**src/rtl/cca_pkg.sv**
```systemverilog
package cca_pkg;
  // register byte addresses
  localparam int CTRL_A    = 0;
  localparam int FLAG_A    = 1;
  localparam int CNTL_A    = 2;
  localparam int CNTH_A    = 3;
  localparam int CH_BASE   = 8;
  localparam int CH_STRIDE = 4;
  // control bits
  localparam int CB_RUN  = 0;
  localparam int CB_IFRZ = 1;
  localparam int CB_SRC  = 2;
  localparam int CB_WDEN = 4;
  localparam int CB_OVIE = 5;
  localparam int CTRL_W  = 6;
  // mode bits
  localparam int MB_ECOM = 6;
  localparam int MB_CAPP = 5;
  localparam int MB_CAPN = 4;
  localparam int MB_MAT  = 3;
  localparam int MB_TOG  = 2;
  localparam int MB_PWM  = 1;
  localparam int MB_IE   = 0;
  localparam int MODE_W  = 7;

  typedef enum logic [1:0] {
    SRC_SLOW = 2'd0,
    SRC_FAST = 2'd1,
    SRC_TMR  = 2'd2,
    SRC_PIN  = 2'd3
  } src_e;
endpackage

```
**src/rtl/cca_timebase.sv**
```systemverilog
module cca_timebase
  import cca_pkg::*;
#(
  parameter int CNT_W    = 16,
  parameter int DIV_SLOW = 12,
  parameter int DIV_FAST = 4
) (
  input  logic             clk,
  input  logic             rst,
  input  src_e             src,
  input  logic             gate,
  input  logic             tmr_ovf,
  input  logic             ext_in,
  input  logic             wr_lo,
  input  logic             wr_hi,
  input  logic [7:0]       wdata,
  output logic [CNT_W-1:0] cnt,
  output logic             adv,
  output logic             wrap,
  output logic             lo_roll
);
  localparam int SW = $clog2(DIV_SLOW);
  localparam int FW = $clog2(DIV_FAST);
  localparam int HB = CNT_W - 8;

  logic [SW-1:0] pre_s;
  logic [FW-1:0] pre_f;
  logic          ext_q;
  logic          tick;

  always_ff @(posedge clk) begin
    if (rst) begin
      pre_s <= '0;
      pre_f <= '0;
      ext_q <= 1'b0;
    end else begin
      pre_s <= (pre_s == SW'(DIV_SLOW - 1)) ? '0 : pre_s + SW'(1);
      pre_f <= (pre_f == FW'(DIV_FAST - 1)) ? '0 : pre_f + FW'(1);
      ext_q <= ext_in;
    end
  end

  always_comb begin
    unique case (src)
      SRC_SLOW: tick = (pre_s == SW'(DIV_SLOW - 1));
      SRC_FAST: tick = (pre_f == FW'(DIV_FAST - 1));
      SRC_TMR:  tick = tmr_ovf;
      default:  tick = ext_in & ~ext_q;
    endcase
  end

  assign adv     = tick & gate & ~wr_lo & ~wr_hi;
  assign wrap    = adv & (&cnt);
  assign lo_roll = adv & (&cnt[7:0]);

  always_ff @(posedge clk) begin
    if (rst) cnt <= '0;
    else if (wr_lo) cnt[7:0] <= wdata;
    else if (wr_hi) cnt[CNT_W-1:8] <= wdata[HB-1:0];
    else if (adv) cnt <= cnt + CNT_W'(1);
  end


  hold_chk: assert property (@(posedge clk) disable iff (rst)
    (!gate && !wr_lo && !wr_hi) |=> $stable(cnt));

  wrap_chk: assert property (@(posedge clk) disable iff (rst)
    wrap |=> (cnt == '0));
endmodule

```
**src/rtl/cca_channel.sv**
```systemverilog
module cca_channel
  import cca_pkg::*;
#(
  parameter int CNT_W     = 16,
  parameter bit WDOG_CAP  = 1'b0
) (
  input  logic              clk,
  input  logic              rst,
  input  logic              wr_mode,
  input  logic              wr_lo,
  input  logic              wr_hi,
  input  logic [7:0]        wdata,
  input  logic [CNT_W-1:0]  cnt,
  input  logic              adv,
  input  logic              lo_roll,
  input  logic              pin,
  input  logic              wdog_en,
  output logic [MODE_W-1:0] mode,
  output logic [7:0]        cap_lo,
  output logic [7:0]        cap_hi,
  output logic              evt,
  output logic              out_pin,
  output logic              wdog_hit
);
  localparam int HB = CNT_W - 8;

  logic             pin_q;
  logic             rise, fall, cap_evt, pwm_on, match_evt;
  logic [CNT_W-1:0] cnt_inc;

  assign cnt_inc   = cnt + CNT_W'(1);
  assign rise      = pin & ~pin_q;
  assign fall      = ~pin & pin_q;
  assign cap_evt   = (mode[MB_CAPP] & rise) | (mode[MB_CAPN] & fall);
  assign pwm_on    = mode[MB_PWM] & mode[MB_ECOM];
  assign match_evt = adv & mode[MB_ECOM] & mode[MB_MAT] & ~mode[MB_PWM]
                     & (cnt_inc == {cap_hi[HB-1:0], cap_lo});
  assign evt       = cap_evt | match_evt;
  assign wdog_hit  = WDOG_CAP & wdog_en & match_evt;

  always_ff @(posedge clk) begin
    if (rst) begin
      pin_q   <= 1'b0;
      mode    <= '0;
      cap_lo  <= '0;
      cap_hi  <= '0;
      out_pin <= 1'b0;
    end else begin
      pin_q <= pin;
      if (wr_mode)    mode <= wdata[MODE_W-1:0];
      else if (wr_lo) mode[MB_ECOM] <= 1'b0;
      else if (wr_hi) mode[MB_ECOM] <= 1'b1;

      if (cap_evt)                 cap_lo <= cnt[7:0];
      else if (wr_lo)              cap_lo <= wdata;
      else if (lo_roll && pwm_on)  cap_lo <= cap_hi;

      if (cap_evt)    cap_hi <= 8'(cnt[CNT_W-1:8]);
      else if (wr_hi) cap_hi <= wdata;

      if (pwm_on)                          out_pin <= (cnt[7:0] >= cap_lo);
      else if (match_evt && mode[MB_TOG])  out_pin <= ~out_pin;
    end
  end


  lo_clr_chk: assert property (@(posedge clk) disable iff (rst)
    wr_lo |=> !mode[MB_ECOM]);

  hi_set_chk: assert property (@(posedge clk) disable iff (rst)
    wr_hi |=> mode[MB_ECOM]);

  cap_val_chk: assert property (@(posedge clk) disable iff (rst)
    cap_evt |=> ({cap_hi[HB-1:0], cap_lo} == $past(cnt)));

  tog_chk: assert property (@(posedge clk) disable iff (rst)
    (match_evt && mode[MB_TOG]) |=> (out_pin != $past(out_pin)));
endmodule

```
**src/rtl/cca_array.sv**
```systemverilog
module cca_array
  import cca_pkg::*;
#(
  parameter int N_CH     = 5,
  parameter int CNT_W    = 16,
  parameter int ADDR_W   = 6,
  parameter int DIV_SLOW = 12,
  parameter int DIV_FAST = 4
) (
  input  logic              clk,
  input  logic              rst,
  input  logic              idle,
  input  logic              tmr_ovf,
  input  logic              ext_in,
  input  logic [N_CH-1:0]   cap_in,
  input  logic              bus_we,
  input  logic [ADDR_W-1:0] bus_addr,
  input  logic [7:0]        bus_wdata,
  output logic [7:0]        bus_rdata,
  output logic [N_CH-1:0]   ch_out,
  output logic              irq,
  output logic              wdog_rst
);
  localparam int FL_W = N_CH + 1;

  logic [CTRL_W-1:0] ctrl;
  logic [FL_W-1:0]   flags, flags_n;
  logic [CNT_W-1:0]  cnt;
  logic              adv, wrap, lo_roll, gate;
  logic              wr_cl, wr_ch;
  logic [N_CH-1:0]   evt, wd_hit, ie;
  logic [MODE_W-1:0] mode_a [N_CH];
  logic [7:0]        lo_a   [N_CH];
  logic [7:0]        hi_a   [N_CH];
  logic [7:0]        rd_n;

  assign gate  = ctrl[CB_RUN] & ~(idle & ctrl[CB_IFRZ]);
  assign wr_cl = bus_we && (bus_addr == ADDR_W'(CNTL_A));
  assign wr_ch = bus_we && (bus_addr == ADDR_W'(CNTH_A));

  cca_timebase #(.CNT_W(CNT_W), .DIV_SLOW(DIV_SLOW), .DIV_FAST(DIV_FAST)) u_tb (
    .clk(clk), .rst(rst), .src(src_e'(ctrl[CB_SRC+:2])), .gate(gate),
    .tmr_ovf(tmr_ovf), .ext_in(ext_in), .wr_lo(wr_cl), .wr_hi(wr_ch),
    .wdata(bus_wdata), .cnt(cnt), .adv(adv), .wrap(wrap), .lo_roll(lo_roll)
  );

  for (genvar k = 0; k < N_CH; k++) begin : g_ch
    localparam int BA = CH_BASE + CH_STRIDE * k;
    cca_channel #(.CNT_W(CNT_W), .WDOG_CAP(k == N_CH - 1)) u_ch (
      .clk(clk), .rst(rst),
      .wr_mode(bus_we && (bus_addr == ADDR_W'(BA))),
      .wr_lo(bus_we && (bus_addr == ADDR_W'(BA + 1))),
      .wr_hi(bus_we && (bus_addr == ADDR_W'(BA + 2))),
      .wdata(bus_wdata), .cnt(cnt), .adv(adv), .lo_roll(lo_roll),
      .pin(cap_in[k]), .wdog_en(ctrl[CB_WDEN]),
      .mode(mode_a[k]), .cap_lo(lo_a[k]), .cap_hi(hi_a[k]),
      .evt(evt[k]), .out_pin(ch_out[k]), .wdog_hit(wd_hit[k])
    );
    assign ie[k] = mode_a[k][MB_IE];
  end

  always_comb begin
    flags_n = flags;
    if (bus_we && (bus_addr == ADDR_W'(FLAG_A))) flags_n = bus_wdata[FL_W-1:0];
    flags_n = flags_n | {evt, wrap};
  end

  always_comb begin
    rd_n = '0;
    if (bus_addr == ADDR_W'(CTRL_A)) rd_n = 8'(ctrl);
    if (bus_addr == ADDR_W'(FLAG_A)) rd_n = 8'(flags);
    if (bus_addr == ADDR_W'(CNTL_A)) rd_n = cnt[7:0];
    if (bus_addr == ADDR_W'(CNTH_A)) rd_n = 8'(cnt[CNT_W-1:8]);
    for (int k = 0; k < N_CH; k++) begin
      if (bus_addr == ADDR_W'(CH_BASE + CH_STRIDE * k))     rd_n = 8'(mode_a[k]);
      if (bus_addr == ADDR_W'(CH_BASE + CH_STRIDE * k + 1)) rd_n = lo_a[k];
      if (bus_addr == ADDR_W'(CH_BASE + CH_STRIDE * k + 2)) rd_n = hi_a[k];
    end
  end

  always_ff @(posedge clk) begin
    if (rst) begin
      ctrl      <= '0;
      flags     <= '0;
      bus_rdata <= '0;
      irq       <= 1'b0;
      wdog_rst  <= 1'b0;
    end else begin
      if (bus_we && (bus_addr == ADDR_W'(CTRL_A))) ctrl <= bus_wdata[CTRL_W-1:0];
      flags     <= flags_n;
      bus_rdata <= rd_n;
      irq       <= (|(flags[FL_W-1:1] & ie)) | (flags[0] & ctrl[CB_OVIE]);
      wdog_rst  <= |wd_hit;
    end
  end


  flag_set_chk: assert property (@(posedge clk) disable iff (rst)
    (|evt) |=> ((flags[FL_W-1:1] & $past(evt)) == $past(evt)));

  ovf_flag_chk: assert property (@(posedge clk) disable iff (rst)
    wrap |=> flags[0]);

  wdog_en_chk: assert property (@(posedge clk) disable iff (rst)
    wdog_rst |-> $past(ctrl[CB_WDEN]));

  irq_chk: assert property (@(posedge clk) disable iff (rst)
    (|(flags[FL_W-1:1] & ie)) |=> irq);
endmodule

```
**config.mk**
```make
export PLATFORM = sky130hd
export DESIGN_NAME = cca_array
export DESIGN_NICKNAME = d
export VERILOG_FILES = /design/src/rtl/cca_pkg.sv /design/src/rtl/cca_timebase.sv /design/src/rtl/cca_channel.sv /design/src/rtl/cca_array.sv
export SDC_FILE = /design/constraint.sdc
export NUM_CORES = 1
export LEC_CHECK = 0
export ABC_AREA = 0
export BUFFER_PORTS_ARGS = -buffer_cell sky130_fd_sc_hd__buf_4
export CAP_MARGIN = 20
export CORE_UTILIZATION = 42
export CTS_BUF_LIST = sky130_fd_sc_hd__clkbuf_8 sky130_fd_sc_hd__clkbuf_16
export DETAILED_ROUTE_END_ITERATION = 10
export SLEW_MARGIN = 20
export SYNTH_ARGS = -nofsm -noshare
export SYNTH_HDL_FRONTEND = slang
export SYNTH_SLANG_ARGS = --single-unit
```
**constraint.sdc**
```tcl
create_clock -name clk -period 4.9 [get_ports clk]
set_input_delay 0.49 -clock clk [delete_from_list [all_inputs] [get_ports clk]]
set_output_delay 0.49 -clock clk [all_outputs]
set_load 0.02 [all_outputs]
```
==> results of run 1 <==
==> sequential cells by signal, indices dropped and copies added, names as in the netlist, 6 cells and up <==
| register | flops |
|---|---|
| ctrl | 6 |
| g_ch.u_ch.mode | 35 |
| flags | 6 |
| u_tb.cnt | 16 |
| bus_rdata | 8 |
| g_ch.u_ch.cap_hi | 40 |
| g_ch.u_ch.cap_lo | 40 |
==> routing by layer <==
metal | GRT usage | vias up | part of all wire | wire [µm]
met5 | 0 | - | 0 | 0
met2 | 0.535 | 948 | 0.40 | 21600
met4 | 0.228 | 0 | 0.070 | 3760
met1 | 0.492 | 5818 | 0.40 | 21400
met3 | 0.0969 | 237 | 0.12 | 6650
li1 | - | 5452 | - | -
==> cell type report <==
class                           instances  area, µm²  share of cell area
Clock buffer                           18        439              0.0336
Inverter                               50        188              0.0144
Sequential cell                       170       3400               0.261
Clock inverter                         14        175              0.0134
Multi-Input combinational cell       1174       7810               0.599
Timing Repair Buffer                   74        559              0.0428
Antenna cell                            1       2.50            0.000192
Tap cell                              378        473              0.0362
==> per-stage QoR <==
step	setup slack, ns	cell area (µm²)	util	hold slack (ns)
after CTS	1.16	13100	0.468	0.269
final	0.993	13100	0.469	0.272
after floorplan	2.09	11900	-	0.408
after global routing	0.871	13100	0.468	0.283
after detailed placement	1.19	12400	0.446	0.426
after global placement	1.28	12400	0.446	0.414
==> where the power goes <==
group | internal (mW) | switching [mW] | leakage [nW]
sequential | 1.40 | 0.0156 | 1.37
clock | 0.748 | 0.692 | 0.298
combinational | 0.0705 | 0.182 | 2.81
==> kinds of logic after synthesis <==
group,after synthesis,share of synthesized area
fa+ha+maj,43,0.0451
compound gates,391,0.227
mux,83,0.0761
buf+inv,176,0.0603
flops,170,0.285
simple gates,569,0.235
xor+xnor,88,0.0718
==> worst max-delay path, stage by stage, from the launching register on <==
cell     delay, ns
dfxtp_1       0.98
ha_1          0.55
nand4_4       0.27
nor4_4        0.56
xnor2_1       0.36
xor2_1        0.20
nand3_1       0.10
or4_1         0.58
nor3b_1       0.20
==> synth_stat cells, types with 5 or more instances <==
cell type | n | area (µm²)
nand4_1 | 11 | 68.8
a21oi_1 | 92 | 460
mux4_2 | 6 | 135
nor2_1 | 194 | 728
xnor2_1 | 61 | 534
nand3b_1 | 7 | 52.6
a21o_1 | 13 | 97.6
a2111oi_0 | 7 | 61.3
a311oi_1 | 17 | 149
dfxtp_1 | 170 | 3400
nor2_2 | 5 | 31.3
o21ai_0 | 47 | 235
a221oi_1 | 47 | 412
clkbuf_1 | 79 | 297
mux2i_1 | 75 | 751
inv_1 | 49 | 184
buf_2 | 23 | 115
buf_4 | 8 | 60.1
a31oi_1 | 15 | 93.8
o21ai_1 | 7 | 35.0
nor3b_1 | 8 | 60.1
a22oi_1 | 21 | 158
a211oi_1 | 44 | 330
o221ai_1 | 9 | 78.8
and3_1 | 6 | 37.5
ha_1 | 43 | 538
o221a_2 | 5 | 56.3
xor2_1 | 21 | 184
nand3_1 | 48 | 240
buf_1 | 16 | 60.1
o22ai_1 | 21 | 131
nor4_1 | 10 | 62.6
o21a_1 | 6 | 45.0
nand2_1 | 170 | 638
nor3_1 | 33 | 165
nor2b_1 | 13 | 81.3
nand2b_1 | 17 | 106
==> cell usage in the layout (no fill, tap or decap), types with 5 or more instances in the layout <==
| master | n |
|---|---|
| nand2_1 | 170 |
| a22oi_1 | 21 |
| o221a_2 | 5 |
| o21a_1 | 6 |
| a211oi_1 | 44 |
| nand4_1 | 11 |
| clkbuf_16 | 17 |
| xor2_1 | 21 |
| nand3_1 | 48 |
| a2111oi_0 | 7 |
| buf_4 | 73 |
| a21oi_1 | 92 |
| xnor2_1 | 61 |
| nor2b_1 | 13 |
| nor4_1 | 10 |
| dfxtp_1 | 170 |
| nor3b_1 | 8 |
| o221ai_1 | 9 |
| nand2b_1 | 17 |
| nor2_2 | 5 |
| nor3_1 | 33 |
| a21o_1 | 13 |
| nor2_1 | 194 |
| a221oi_1 | 47 |
| ha_1 | 43 |
| and3_1 | 6 |
| mux2i_1 | 75 |
| nand3b_1 | 7 |
| o21ai_0 | 47 |
| inv_1 | 49 |
| a311oi_1 | 17 |
| mux4_2 | 6 |
| a31oi_1 | 15 |
| o21ai_1 | 7 |
| o22ai_1 | 21 |
==> how the worst max path moves through the flow <==
stage	slack, ns	from	to	cells after the start
global placement	1.28	u_tb.cnt[0]	g_ch[3].u_ch.out_pin	10
floorplan	2.09	u_tb.cnt[1]	wdog_rst	8
finish	0.99	u_tb.cnt[0]	wdog_rst	8
global route	0.87	u_tb.cnt[0]	g_ch[3].u_ch.out_pin	10
CTS	1.16	u_tb.cnt[0]	wdog_rst	8
detailed placement	1.19	u_tb.cnt[0]	wdog_rst	8
==> results_dict.tcl, run 1 <==
set metrics [dict create \
    status "complete, no violations" \
    ant_nets 0 \
    hold_depth 2 \
    netlist-cell-type-count 96 \
    wire_per_inst_um 28.4 \
    skew_ns 0.00931 \
    critical_path_required_ns 5.26 \
    clkLatencyLatePin_ns 0.44 \
    tritoncts "built" \
    dp_hpwl_um 36800 \
    ios 40 \
    drive_above_1_share 0.103 \
    end_kind "flop" \
    synth_async_sr_flop_share 0 \
    syn_area_per_cell_um2 7.85 \
    total_power_mw 3.10 \
    clkSinkCount 170 \
    drc_errors 0 \
    antenna_found_initial 0 \
    cts-buffers-inserted 17 \
    maxCapViolations 0 \
    post-place-cells 1846 \
    drtIter0Drc 2104 \
    seq_area_frac_synth 0.285 \
    fin_crit_ns 3.91 \
    worstMarginPinSlew_ns 1.09 \
    grt_pass1_wl_um 77700 \
    slew_viol_final 0 \
    cp.arrival_ns 4.27 \
    hp-class "in -> reg" \
    fillers 2799 \
    startpoint_type "flop" \
    cts_resized 0 \
    syn2layout_area_growth_pct 9.36 \
    fin_crit_sh 0.797 \
    reg2reg_depth 8 \
    routed_wl_um 53400 \
    cts_max_path_buffers 2 \
    die_w_um 171 \
    path_class "reg -> reg" \
    grt_max_degree 115 \
    leakagePower_nw 4.48 \
    fin_tns_setup_ns 0 \
    rsz0062_at_grt "false" \
    ys_ff_latch 170 \
    nNetsFinal 1555 \
    num_rows 61 \
    firstDrtPassIters 6 \
    cts_setup_buffers 0 \
    start_util 0.428 \
    r2r-end "wdog_rst" \
    syn-cell-area_um2 11900 \
    finalSetupViolations 0 \
    path_clk_slew_ns 0.08 \
    synthesis.nets 1588 \
    reg2reg_slack_ns 0.99 \
    hold_violations 0 \
    port_buffers 39 \
    coreArea_um2 27900 \
    cts_root_buffer "clkbuf_16" \
    hp-start "cap_in[4]" \
    gp_congestion 1.04 \
    min_to "g_ch[4].u_ch.pin_q" \
    synth-warning-count 0 \
    track_usage 0.371 \
    p_per_area_nw_per_um2 238 \
    fmax_ghz 0.256 \
    die_area_um2 29100 \
    ys.flop_type "dfxtp_1" \
    vias 12500 \
    fp.dieH_um 171 \
    layout.cells.non_filler 1879 \
    peakVddDrop_uv 218 \
    cp_max_fo 13 \
    drt-vias-per-instance 6.63 \
    synth-edff-count 0 \
    cts_htree_levels 4 \
    slew_headroom 0.274 \
    synthCells 1520 \
    grt_pass1_vias 11400 \
    grt.overflow.total 0 \
    r2r-start "u_tb.cnt[0]" \
    hold_buffers 0 \
]
No activity file was read; power rests on OpenSTA's default activity.
==> inputs of run 2 (changes only) <==
- ABC_AREA: 0 -> 1
- clock period: 4.9 -> 3.8 ns (I/O delays scaled with it)
==> run 2 against run 1 <==
The run now ends with DRC left. Total power rose by 37%. Clock-buffer cell count fell by 1. Hold slack got worse by 0.12 ns. Synthesized cell count rose by 12%.
==> results_dict.tcl, run 2 <==
set metrics [dict create \
    rsz0062_at_grt "false" \
    routed_wl_um 52400 \
    vias 12500 \
    cp.arrival_ns 4.01 \
    met1_length_um 22300 \
    die_w_um 165 \
    r2r-start "u_tb.cnt[1]" \
    p_per_area_nw_per_um2 342 \
    path_clk_slew_ns 0.08 \
    post-place-cells 2039 \
    synthCells 1705 \
    path_cells "ha_1 -> xor2_1 -> xor2_1 -> nor2_1 -> nand3_1 -> nor3_1 -> nand4_1 -> nand2_1 -> nand2_1 -> a21oi_1" \
    syn2layout_area_growth_pct 10.7 \
    seq_area_frac_synth 0.304 \
    ios 40 \
    status "finished, violations left" \
    grt_pass1_wl_um 74900 \
    cts_htree_levels 4 \
    cts_setup_buffers 0 \
    ys_ff_latch 170 \
    synth-warning-count 0 \
    synth_async_sr_flop_share 0 \
    crit_buf_inv 0 \
    tritoncts "built" \
    nNetsFinal 1791 \
    synthesis.nets 1773 \
    startpoint_type "flop" \
    layout.cells.non_filler 2072 \
    yosysTopAreaCell "dfxtp_1" \
    cpLargestDelayFamily "simple AND/OR/NAND/NOR gates" \
    port_buffers 39 \
    die_area_um2 27300 \
    cp_max_fo 11 \
    hold_violations 0 \
    final_common_cell "nand2_1" \
    layout_common_cells "nand2_1, inv_1, dfxtp_1" \
    synth.most_common_cell "nand2_1" \
    cts-buffers-inserted 17 \
    whs_ns 0.155 \
    path_class "reg -> reg" \
    met2_length_um 21600 \
    fillers 2801 \
    slowest_stage "xor2_1" \
    syn_area_per_cell_um2 6.56 \
    ant_nets 0 \
    coreArea_um2 26100 \
    wl_met3_um 6370 \
    violations "DRC" \
    drt-vias-per-instance 6.01 \
    drc_errors 4 \
    grt_max_degree 75 \
    slew_viol_final 0 \
    synthTopCellsByCount "nand2_1, inv_1, dfxtp_1" \
    critPathLaunch "u_tb.cnt[1]" \
    netlist-cell-type-count 48 \
    fin_crit_ns 3.64 \
    gp_congestion 1.03 \
    yosys-top-cells-area "dfxtp_1, nand2_1, inv_1, o21ai_0, nor2_1" \
    num_rows 59 \
    design_area_um2 12400 \
    drive_above_1_share 0.0962 \
    firstDrtPassIters 11 \
    drtIter0Drc 1613 \
    finalSetupViolations 0 \
    grt.overflow.total 0 \
    hp-start "cap_in[0]" \
    setup_slack_ns 0.156 \
    maxCapViolations 0 \
    dp_hpwl_um 38900 \
    clkSinkCount 170 \
    top_regs "g_ch.u_ch.cap_hi (40), g_ch.u_ch.cap_lo (40), g_ch.u_ch.mode (35)" \
    clkLatencyLatePin_ns 0.45 \
    placed_cell_area_um2 11800 \
    slew_headroom 0.214 \
    start_util 0.428 \
    syn-cell-area_um2 11200 \
    grt_pass1_vias 11100 \
    hp-class "in -> reg" \
    top_layer "met5" \
    final_util 0.474 \
    cts_root_buffer "clkbuf_16" \
    cts_max_path_buffers 2 \
    fin_tns_setup_ns 0 \
    antenna_found_initial 1 \
    wire_per_inst_um 25.3 \
    leakagePower_nw 5.05 \
    total_power_mw 4.24 \
    end_kind "flop" \
    slowest_delay_ns 0.86 \
    synth-edff-count 0 \
    pre_cts_ws_ns 0.306 \
    worstMarginPinSlew_ns 1.17 \
    fp.dieH_um 165 \
    fin_crit_sh 0.959 \
    critical_path_required_ns 4.17 \
    hold_buffers 0 \
    peakVddDrop_uv 241 \
    skew_ns 0.0145 \
    fmax_ghz 0.274 \
    netlist.area_leader.share 0.304 \
    ys.flop_type "dfxtp_1" \
    cts_resized 0 \
    track_usage 0.388 \
]
[run 2: cell types whose count changed after synthesis, sizes merged, moves of 38 or more]
| cell | delta |
|---|---|
| nand2 | +276 |
| inv | +160 |
| o21ai | +104 |
| mux2i | -75 |
| xnor2 | -54 |
| a211oi | -45 |
| a31oi | +44 |
| a221oi | -42 |
| clkbuf | -38 |
[run 2: cell families after synthesis]
| kind of cell | synth area share |
|---|---|
| xor gates and xnor gates | 0.0469 |
| AOI/OAI and AO/OA | 0.206 |
| buffers and inverters | 0.0985 |
| and+or+nand+nor | 0.296 |
| DFF | 0.304 |
| adders and majority gates | 0.0481 |
[run 2: worst register-to-register path, cell delays in order, from the launching register on]
cell     delay, ns
dfxtp_1       0.76
ha_1          0.31
xor2_1        0.86
xor2_1        0.14
nor2_1        0.14
nand3_1       0.08
nor3_1        0.56
nand4_1       0.41
nand2_1       0.14
nand2_1       0.06
a21oi_1       0.12
[run 2: layout make-up]
cell class              count  area, µm²  area share
diodes                      1       2.50    0.000202
clock buffers              17        425      0.0343
clock inverters            15        154      0.0124
inverters                 213        811      0.0654
multi-input cells        1256       6690       0.540
flip-flops and latches    170       3400       0.275
well taps                 335        419      0.0338
repair buffers             65        488      0.0394
[run 2: worst paths after layout]
| kind | to | slack, ns | cells past startpoint |
|---|---|---|---|
| max reg2reg | g_ch[1].u_ch.out_pin | 0.16 | 10 |
| min | g_ch[0].u_ch.pin_q | 0.16 | 3 |
| max | g_ch[1].u_ch.out_pin | 0.16 | 10 |
| min reg2reg | u_tb.pre_f[0] | 0.45 | 1 |
[run 2: where the power goes]
group,switching [mW],total (mW),internal [mW]
Combinational,0.371,0.531,0.161
Sequential,0.0694,1.91,1.84
Clock,0.924,1.80,0.877
[run 2: per-layer routing]
layer,global-route usage,up-vias
met5,0,-
met1,0.540,5856
met4,0.159,2
met2,0.557,756
met3,0.106,123
li1,-,5718
